===== src/rtl/pdg_pkg.sv =====
package pdg_pkg;
  typedef enum logic {
    MODE_DELAY = 1'b0,
    MODE_PULSE = 1'b1
  } pdg_mode_e;
endpackage


===== src/rtl/pdg_history.sv =====
module pdg_history #(
  parameter int CODE_W   = 8,
  parameter int BASE_LAT = 2,
  parameter int REF_LAT  = 3
) (
  input  logic              clk_i,
  input  logic              rst_ni,
  input  logic              in_i,
  input  logic [CODE_W-1:0] code_i,
  output logic              dly_o,
  output logic              ref_o,
  output logic              rise_o
);
  localparam int DEPTH = (1 << CODE_W) + BASE_LAT;
  localparam int IDX_W = $clog2(DEPTH);

  logic [DEPTH-1:0] hist_q;
  logic [IDX_W-1:0] tap_idx;
  logic             dly_q, ref_q;

  // one flop per stage; hist_q[k] holds the sample taken k edges ago
  always_ff @(posedge clk_i or negedge rst_ni) begin
    if (!rst_ni) hist_q[0] <= 1'b0;
    else         hist_q[0] <= in_i;
  end

  for (genvar g = 1; g < DEPTH; g++) begin : g_stage
    always_ff @(posedge clk_i or negedge rst_ni) begin
      if (!rst_ni) hist_q[g] <= 1'b0;
      else         hist_q[g] <= hist_q[g-1];
    end
  end

  assign tap_idx = IDX_W'(BASE_LAT - 1) + IDX_W'(code_i);

  always_ff @(posedge clk_i or negedge rst_ni) begin
    if (!rst_ni) begin
      dly_q <= 1'b0;
      ref_q <= 1'b0;
    end else begin
      dly_q <= hist_q[tap_idx];
      ref_q <= hist_q[REF_LAT-1];
    end
  end

  assign dly_o  = dly_q;
  assign ref_o  = ref_q;
  // edge seen so that the pulse register rises in step with a code-0 delay
  assign rise_o = hist_q[BASE_LAT-1] & ~hist_q[BASE_LAT];
endmodule


===== src/rtl/pdg_one_shot.sv =====
module pdg_one_shot #(
  parameter int CODE_W = 8
) (
  input  logic              clk_i,
  input  logic              rst_ni,
  input  logic              trig_i,
  input  logic [CODE_W-1:0] len_i,
  output logic              pulse_o
);
  logic              pulse_q;
  logic [CODE_W-1:0] rem_q;

  always_ff @(posedge clk_i or negedge rst_ni) begin
    if (!rst_ni) begin
      pulse_q <= 1'b0;
      rem_q   <= '0;
    end else if (!pulse_q) begin
      if (trig_i && (len_i != '0)) begin
        pulse_q <= 1'b1;
        rem_q   <= len_i - CODE_W'(1);
      end
    end else if (rem_q == '0) begin
      pulse_q <= 1'b0;
    end else begin
      rem_q <= rem_q - CODE_W'(1);
    end
  end

  assign pulse_o = pulse_q;
endmodule


===== src/rtl/pdg_out_sel.sv =====
module pdg_out_sel
  import pdg_pkg::*;
(
  input  logic mode_i,
  input  logic dly_i,
  input  logic ref_i,
  input  logic pulse_i,
  output logic out_o,
  output logic ref_pwm_o
);
  pdg_mode_e mode;
  assign mode = pdg_mode_e'(mode_i);

  always_comb begin
    if (mode == MODE_PULSE) begin
      out_o     = ~dly_i;
      ref_pwm_o = pulse_i;
    end else begin
      out_o     = dly_i;
      ref_pwm_o = ref_i;
    end
  end
endmodule


===== src/rtl/pdg_timing_element.sv =====
module pdg_timing_element #(
  parameter int CODE_W   = 8,
  parameter int BASE_LAT = 2,
  parameter int REF_LAT  = BASE_LAT + 1
) (
  input  logic              clk_i,
  input  logic              rst_ni,
  input  logic              in_i,
  input  logic [CODE_W-1:0] code_i,
  input  logic              mode_i,
  output logic              out_o,
  output logic              ref_pwm_o
);
  logic dly, ref_copy, rise, pulse;

  pdg_history #(
    .CODE_W  (CODE_W),
    .BASE_LAT(BASE_LAT),
    .REF_LAT (REF_LAT)
  ) u_hist (
    .clk_i (clk_i),
    .rst_ni(rst_ni),
    .in_i  (in_i),
    .code_i(code_i),
    .dly_o (dly),
    .ref_o (ref_copy),
    .rise_o(rise)
  );

  pdg_one_shot #(
    .CODE_W(CODE_W)
  ) u_pulse (
    .clk_i  (clk_i),
    .rst_ni (rst_ni),
    .trig_i (rise),
    .len_i  (code_i),
    .pulse_o(pulse)
  );

  pdg_out_sel u_sel (
    .mode_i   (mode_i),
    .dly_i    (dly),
    .ref_i    (ref_copy),
    .pulse_i  (pulse),
    .out_o    (out_o),
    .ref_pwm_o(ref_pwm_o)
  );
endmodule


===== config.mk =====
export PLATFORM = sky130hd
export DESIGN_NAME = pdg_timing_element
export DESIGN_NICKNAME = d
export VERILOG_FILES = /design/src/rtl/pdg_pkg.sv /design/src/rtl/pdg_history.sv /design/src/rtl/pdg_one_shot.sv /design/src/rtl/pdg_out_sel.sv /design/src/rtl/pdg_timing_element.sv
export SDC_FILE = /design/constraint.sdc
export NUM_CORES = 1
export LEC_CHECK = 0
export BUFFER_PORTS_ARGS = -buffer_cell sky130_fd_sc_hd__buf_2
export CELL_PAD_IN_SITES_DETAIL_PLACEMENT = 0
export CELL_PAD_IN_SITES_GLOBAL_PLACEMENT = 1
export CORE_ASPECT_RATIO = 0.9
export CORE_MARGIN = 1
export CORE_UTILIZATION = 40
export CTS_BUF_LIST = sky130_fd_sc_hd__clkbuf_16
export DETAILED_ROUTE_END_ITERATION = 6
export GPL_ROUTABILITY_DRIVEN = 0
export PLACE_DENSITY_LB_ADDON = 0.1
export SETUP_SLACK_MARGIN = 0.05
export SYNTH_ARGS = -nofsm -noshare
export SYNTH_HDL_FRONTEND = slang
export SYNTH_HIERARCHICAL = 1
export SYNTH_SLANG_ARGS = --single-unit

===== constraint.sdc =====
create_clock -name clk_i -period 3.7 [get_ports clk_i]
set_input_delay 0.555 -clock clk_i [delete_from_list [all_inputs] [get_ports clk_i]]
set_output_delay 0.555 -clock clk_i [all_outputs]
set_load 0.02 [all_outputs]

==> impl_results.md, run 1 <==
* Synth top cells by count: dfrtp_1, nand2_1, mux2i_1
* Synth Area in Compound Gates at 0.0610
* IO buf count at 13
* Clock Tree Root: clkbuf_16
* Final wirelength at 21500 um
* Relative slew slack at 0.402
* CTS Buffer Depth at 3
* Max FO, Critical Path at 17
* Die W at 166 um
* Nets at roughly 710
* Post-Synth XOR/XNOR Area at 0.0108
* Met2 wire length at between 9000 and 10000 um
* Netlist cell types at 58
* Drt first-iter violations at ~360
* Hold Fails Final Rpt at 0
* Largest net degree at the start of global routing at a little under 100
* Antenna diodes at 0
* Area of the multi-input gates at around 2800 um^2
* PD cells at 567 nW/um^2
* Tcrit/Tclk final at 0.717
* Layout cell share with drive strength beyond 1 at 0.160
* Top post-synthesis cells by area: dfrtp_1, mux4_2, nand2_1
* First-pass GRT wire length at approximately 35000 um
* Num ports at 14
* Required @ worst endpoint at 4.11 ns
* Area of the core at 23600 um^2
* Post-Synthesis Cells at 673
* Met3 routed WL at ~840 um
* DR top layer: met4
* Final number of setup-violating endpoints at 0
* Max cap viols at 0
* Setup bufs post-CTS at 0
* Flop-to-flop setup slack at about 1.2 ns
* CTS H-tree lvls at 1
* Register area share after synthesis at 0.690
* Worst hold path class: primary input to asynchronous set/reset pin
* EDFF count, synth at 0
* FILL cells at about 2000
* Worst setup path class: primary input to flip-flop
* Hpwl dp at between 10000 and 15000 um
* Met1 WL at about 11000 um
* Drt drc at 1
* 1st-pass router iterations at 6
* Area leader, netlist: dfrtp_1
* Seq cells post-synth at 268
* Num CTS Buffers at 27
* Top-count cell post-synth: dfrtp_1
* Fin crit period at approximately 2.7 ns
* Mean number of vias per cell at about 5.4
* Post-synth net total at 687
* Antenna violations before repair at 0
* WL/cell at 21.1 um
* Violations in the final reports: design-rule violations
* # rows at 53
* Grt ovf at 0
* TNS Setup at 0 ns
* Die Y at 150 um
* Synth top area share at 0.690
* Post-synth ARST share at 1.00
* Leak Pwr at between 5 and 6 nW
* # resized after CTS at 0
* P&R area growth vs syn at 12.8%
* RSZ-0062 raised after global routing: false
* Area share of and/or/nand/nor cells after synthesis at 0.0992
* Area of the mapped netlist at 9720 um^2
* Clock skew at 0.00831 ns
* CTS tree: built
* Routed vias at roughly 5500
* Total track usage at 0.183
* Die ar. at between 20000 and 25000 um^2
* Type of origin of the critical path: primary input
* Post-synthesis mux area share at 0.108
* Register Area at roughly 6700 um^2
* Antenna viol nets, final at 0
* Starting Density at 0.412
* Largest family of logic cells by synthesized area: multiplexers
* F_max at around 380 MHz
* Peak supply drop at just over 0.3 mV
* Syn avg cell area at between 10 and 15 um^2
* Reg clk slew, reported paths at about 0.06 ns
* Vias in the first global route at 6039
* Adder-cell share of the synthesized area at 0.00257
* CTS Hold Bufs at 0
* Final-report max-slew violation count at 0
* CP endpoint kind: flip-flop
* Primary FF master, synth: dfrtp_1
* Synth Warn # at 6
* Clk sink count at 268
* Post-Place Cell Area at ~10000 um^2
* Outcome: finished, violations left
* Worst Path Arrival at a little over 3 ns
* Insertion delay to the later sink of the worst-skew pair at about 0.53 ns
* Worst Tran Pin Value at between 0.8 and 0.9 ns
* Final instance area at approximately 11000 um^2
==> area by class of cell <==
type	count	area share
Timing Repair Buffer	34	0.0258
Multi-Input combinational cell	362	0.253
Tap cell	302	0.0345
Clock inverter	22	0.0113
Clock buffer	27	0.0616
Inverter	7	0.00240
Sequential cell	268	0.612
==> critical path: stages <==
cell	delay (ns)
buf_2	0.16
ha_2	0.74
and2_1	0.63
a32oi_1	0.15
a311oi_1	0.38
o2111ai_1	0.21
nand3_1	0.14
o211ai_2	0.08
==> cells in the final DEF (no fill, tap or decap), types with 2 or more instances in the layout <==
cell	n
dfrtp_1	268
nand2_1	110
mux2i_1	39
nand3_1	34
clkbuf_16	27
mux4_2	26
a32oi_1	21
buf_4	17
nand4_1	16
inv_1	13
buf_2	12
a31oi_1	9
clkinv_2	8
a21oi_1	7
clkinv_1	6
nor2_1	6
o21ai_0	6
xnor2_1	5
xor2_1	5
nor3_1	5
o2111ai_1	5
o211ai_1	5
a311oi_1	4
mux2_2	4
buf_12	4
and3_1	3
nand3b_1	3
nor2b_1	3
nand2b_1	3
or4_1	3
o31ai_1	3
nor3b_1	3
nor2_2	2
and2_1	2
o2bb2a_1	2
mux2_4	2
==> path summary, 6_finish.rpt <==
path,depth (start not counted),to,startpoint
max in group asynchronous,2,u_pulse/pulse_o,rst_ni
min in group clk_i,1,u_hist/hist_q[0],in_i
worst max register to register,4,u_pulse/rem_q[0],u_pulse/pulse_o
worst min register to register,0,u_hist/hist_q[5],u_hist/hist_q[4]
worst min-delay path,1,u_hist/hist_q[183],rst_ni
worst max-delay path,8,u_hist/dly_o,code_i[1]
==> sequential cells by signal, summed over array words and instances, names as in the netlist <==
name,count
u_hist/hist_q,258
u_pulse/rem_q,8
u_hist/dly_o,1
u_pulse/pulse_o,1
==> layer usage <==
| metal | vias up | global-route usage |
|---|---|---|
| li1 | 2480 | - |
| met4 | 0 | 0.0574 |
| met2 | 104 | 0.274 |
| met1 | 2905 | 0.273 |
| met5 | - | 0 |
| met3 | 40 | 0.0296 |
==> power breakdown <==
| group | switching [mW] | internal (mW) | leakage [nW] |
|---|---|---|---|
| Sequential | 0.0814 | 3.01 | 3.61 |
| Combinational | 0.384 | 0.261 | 1.01 |
| Clock | 1.09 | 1.39 | 0.424 |
| Total | 1.55 | 4.66 | 5.04 |
==> through the flow <==
step                std cells  power (mW)  hold slack (ns)  worst slack, ns  utilization
finish                   1022        6.21           0.0533             1.05        0.464
global route             1022        6.48            0.103            0.906        0.464
CTS                      1022        6.29           0.0686             1.04        0.464
detailed placement        973        3.79            0.354            0.502        0.430
global placement          973        3.78            0.355            0.564        0.430
floorplan                 673        3.57            0.259             1.30            -
==> cells by family after synthesis <==
group | Yosys count
adders and majority gates | 2
AOI/OAI and AO/OA | 75
xor gates and xnor gates | 12
and+or+nand+nor | 202
muxes | 71
buffers and inverters | 43
DFF | 268
Power figures use the tool's default switching activity.
==> run 2, diff against run 1 <==
==> constraint.sdc (replaced) <==
create_clock -name clk_i -period 2.4 [get_ports clk_i]
set_input_delay 0.36 -clock clk_i [delete_from_list [all_inputs] [get_ports clk_i]]
set_output_delay 0.36 -clock clk_i [all_outputs]
set_load 0.02 [all_outputs]
==> run 2 against run 1 <==
Count of clock-buffer cells in the layout up 2. Largest power group unchanged. The run still ends with design-rule violations left. Clock power is 66% higher. Sequential share of layout area fell by 2.9 points. Highest routed layer unchanged.
==> impl_results.md, run 2 (synthesized netlist as in run 1, its figures left out) <==
* Final hold slack at 0.161 ns (+0.107 ns)
* Final wirelength at 22100 um (+2.8%)
* Mean number of vias per cell at 5.33 (-1.5%)
* Worst Path Arrival at 2.55 ns (-0.51 ns)
* Largest register FFs at 258 (unchanged)
* Final-report max-slew violation count at 0 (unchanged)
* Routed vias at 5743 (+3.9%)
* Most flops, register: u_hist/hist_q
* Drt drc at 1 (unchanged)
* CTS Buffer Depth at 3 (unchanged)
* Grt met3 use at 0.0280 (-0.00159)
* Flop-to-flop setup slack at 0.32 ns (-0.92 ns)
* # resized after CTS at 0 (unchanged)
* Area of the core at 23600 um^2 (unchanged)
* Global routing's busiest layer: met2
* Outcome: finished, violations left
* Insertion delay to the later sink of the worst-skew pair at 0.53 ns (about the same)
* Num ports at 14 (unchanged)
* F_max at 468 MHz
* Final number of setup-violating endpoints at 0 (unchanged)
* Vias in the first global route at 6206 (+2.8%)
* Leak Pwr at 5.35 nW (+6.3%)
* Die ar. at 24900 um^2 (unchanged)
* Num CTS Buffers at 28 (+3.7%)
* PD cells at 869 nW/um^2 (+53%)
* Critical path endpoint: u_hist/dly_o
* Commonest non-fill, non-tap cell in the layout: dfrtp_1
* Met2 Use GR at 0.296 (+0.0217)
* Register Area at 6710 um^2 (unchanged)
* Worst hold path class: primary input to flip-flop
* Worst setup path class: primary input to flip-flop
* Hold Fails Final Rpt at 0 (unchanged)
* Antenna viol nets, final at 0 (unchanged)
* 1st-pass router iterations at 7 (+1)
* IO buf count at 13 (unchanged)
* Setup bufs post-CTS at 0 (unchanged)
* Peak supply drop at 0.454 mV (+47%)
* Antenna violations before repair at 0 (unchanged)
* RSZ-0062 raised after global routing: false
* Layout cell share with drive strength beyond 1 at 0.219 (+0.0593)
* P&R area growth vs syn at 18.4%
* Post-Place Cell Area at 10600 um^2 (+4.5%)
* CTS tree: built
* CP endpoint kind: flip-flop
* Relative slew slack at 0.622 (+0.220)
* # rows at 53 (unchanged)
* Hpwl dp at 14800 um (+9.3%)
* Fin crit period at between 2 and 2.5 ns
* Commonest cells after routing, fill and taps aside: dfrtp_1, nand2_1, buf_4, mux2i_1, nand3_1
* Largest net degree at the start of global routing at 73 (-25%)
* Utilization after layout at 0.488 (+0.0234)
* CTS Hold Bufs at 2 (+2)
* Type of origin of the critical path: primary input
* Clock skew at 0.00643 ns (-0.00188 ns)
* FILL cells at 2011 (-1.5%)
* Grt ovf at 0 (unchanged)
* Area of the multi-input gates at 2770 um^2 (unchanged)
* Clock Tree Root: clkbuf_16
* Total track usage at 0.188 (+0.00545)
* Critical path origin: code_i[1]
* Die W at 166 um (unchanged)
* Starting Density at 0.412 (unchanged)
* CTS H-tree lvls at 1 (unchanged)
* Dpl cells at 1025 (+5.3%)
* First-pass GRT wire length at 35900 um (+2.8%)
* Drt first-iter violations at 347 (-2.8%)
* Final instance area at 11500 um^2 (+5.0%)
* Worst Tran Pin Value at 0.562 ns (-0.330 ns)
* WL/cell at 20.5 um (-2.5%)
* Met1 Use GR at 0.272 (-0.00105)
* Largest regs: u_hist/hist_q: 258 flops, u_pulse/rem_q: 8 flops
* Nets at 769 (+7.7%)
* Non-filler cells, final at 1078 (+5.5%)
* Reg clk slew, reported paths at 0.06 ns (about the same)
* Worst R2R End: u_pulse/rem_q[0]
* Clk sink count at 268 (unchanged)
* Die Y at 150 um (unchanged)
* Tcrit/Tclk final at 0.891
* FF-to-FF path depth at 4 (unchanged)
* Required @ worst endpoint at 2.81 ns (-1.30 ns)
* Max FO, Critical Path at 15 (-2)
* Violations in the final reports: design-rule violations
* Total Power at 10.0 mW (+61%)
* Max cap viols at 0 (unchanged)
* Reg2reg start: u_pulse/rem_q[3]
* Antenna diodes at 0 (unchanged)
## run 2: changes by cell type in the layout (fill, tap and decap cells not counted), sizes merged
cell         previous run  this run
buf                    34        86
bufinv                  1         2
clkbuf                 27        29
clkinv                 14        15
dlygate4sd3             0         2
inv                    14        12
## run 2: power by group
part / internal [mW] / switching, mW
registers: 4.64 / 0.108
clock network: 2.39 / 1.72
logic: 0.511 / 0.632
total: 7.54 / 2.46
## run 2: routing by layer
metal / vias up / wire [um]
met2: 100 / 10100
met1: 3004 / 10800
met3: 42 / 664
li1: 2597 / -
met5: - / 0
met4: 0 / 596
## run 2: area by class of cell
class / count / area share
clock buffers: 29 / 0.0630
clock inverters: 22 / 0.0134
inverters: 7 / 0.00228
multi-input cells: 362 / 0.240
flip-flops and latches: 268 / 0.582
well taps: 302 / 0.0328
repair buffers: 88 / 0.0656
## run 2: how the worst min path moves through the flow
stage                        from                 end  slack (ns)  depth (start not counted)
6_report                code_i[7]    u_pulse/rem_q[7]        0.16                          3
3_5_place_dp   u_hist/hist_q[134]  u_hist/hist_q[135]        0.36                          0
3_3_place_gp    u_hist/hist_q[20]   u_hist/hist_q[21]        0.35                          0
4_1_cts                 code_i[7]    u_pulse/rem_q[7]        0.14                          3
5_1_grt                 code_i[7]    u_pulse/rem_q[7]        0.16                          3
2_1_floorplan              rst_ni        u_hist/dly_o        0.06                          0
## run 2: worst max-delay path, stage by stage
cell	delay, ns
buf_2	0.11
ha_2	0.64
buf_4	0.25
mux4_2	0.49
mux2_2	0.27
nand2_1	0.06
a31oi_1	0.11
nand4_1	0.16
o211ai_2	0.09
## run 2: per-stage QoR
step	TNS [ns]	setup WS (ns)
floorplan	0	0.191
global placement	-0.310	-0.310
detailed placement	-0.312	-0.312
CTS	0	0.251
global route	0	0.167
finish	0	0.262
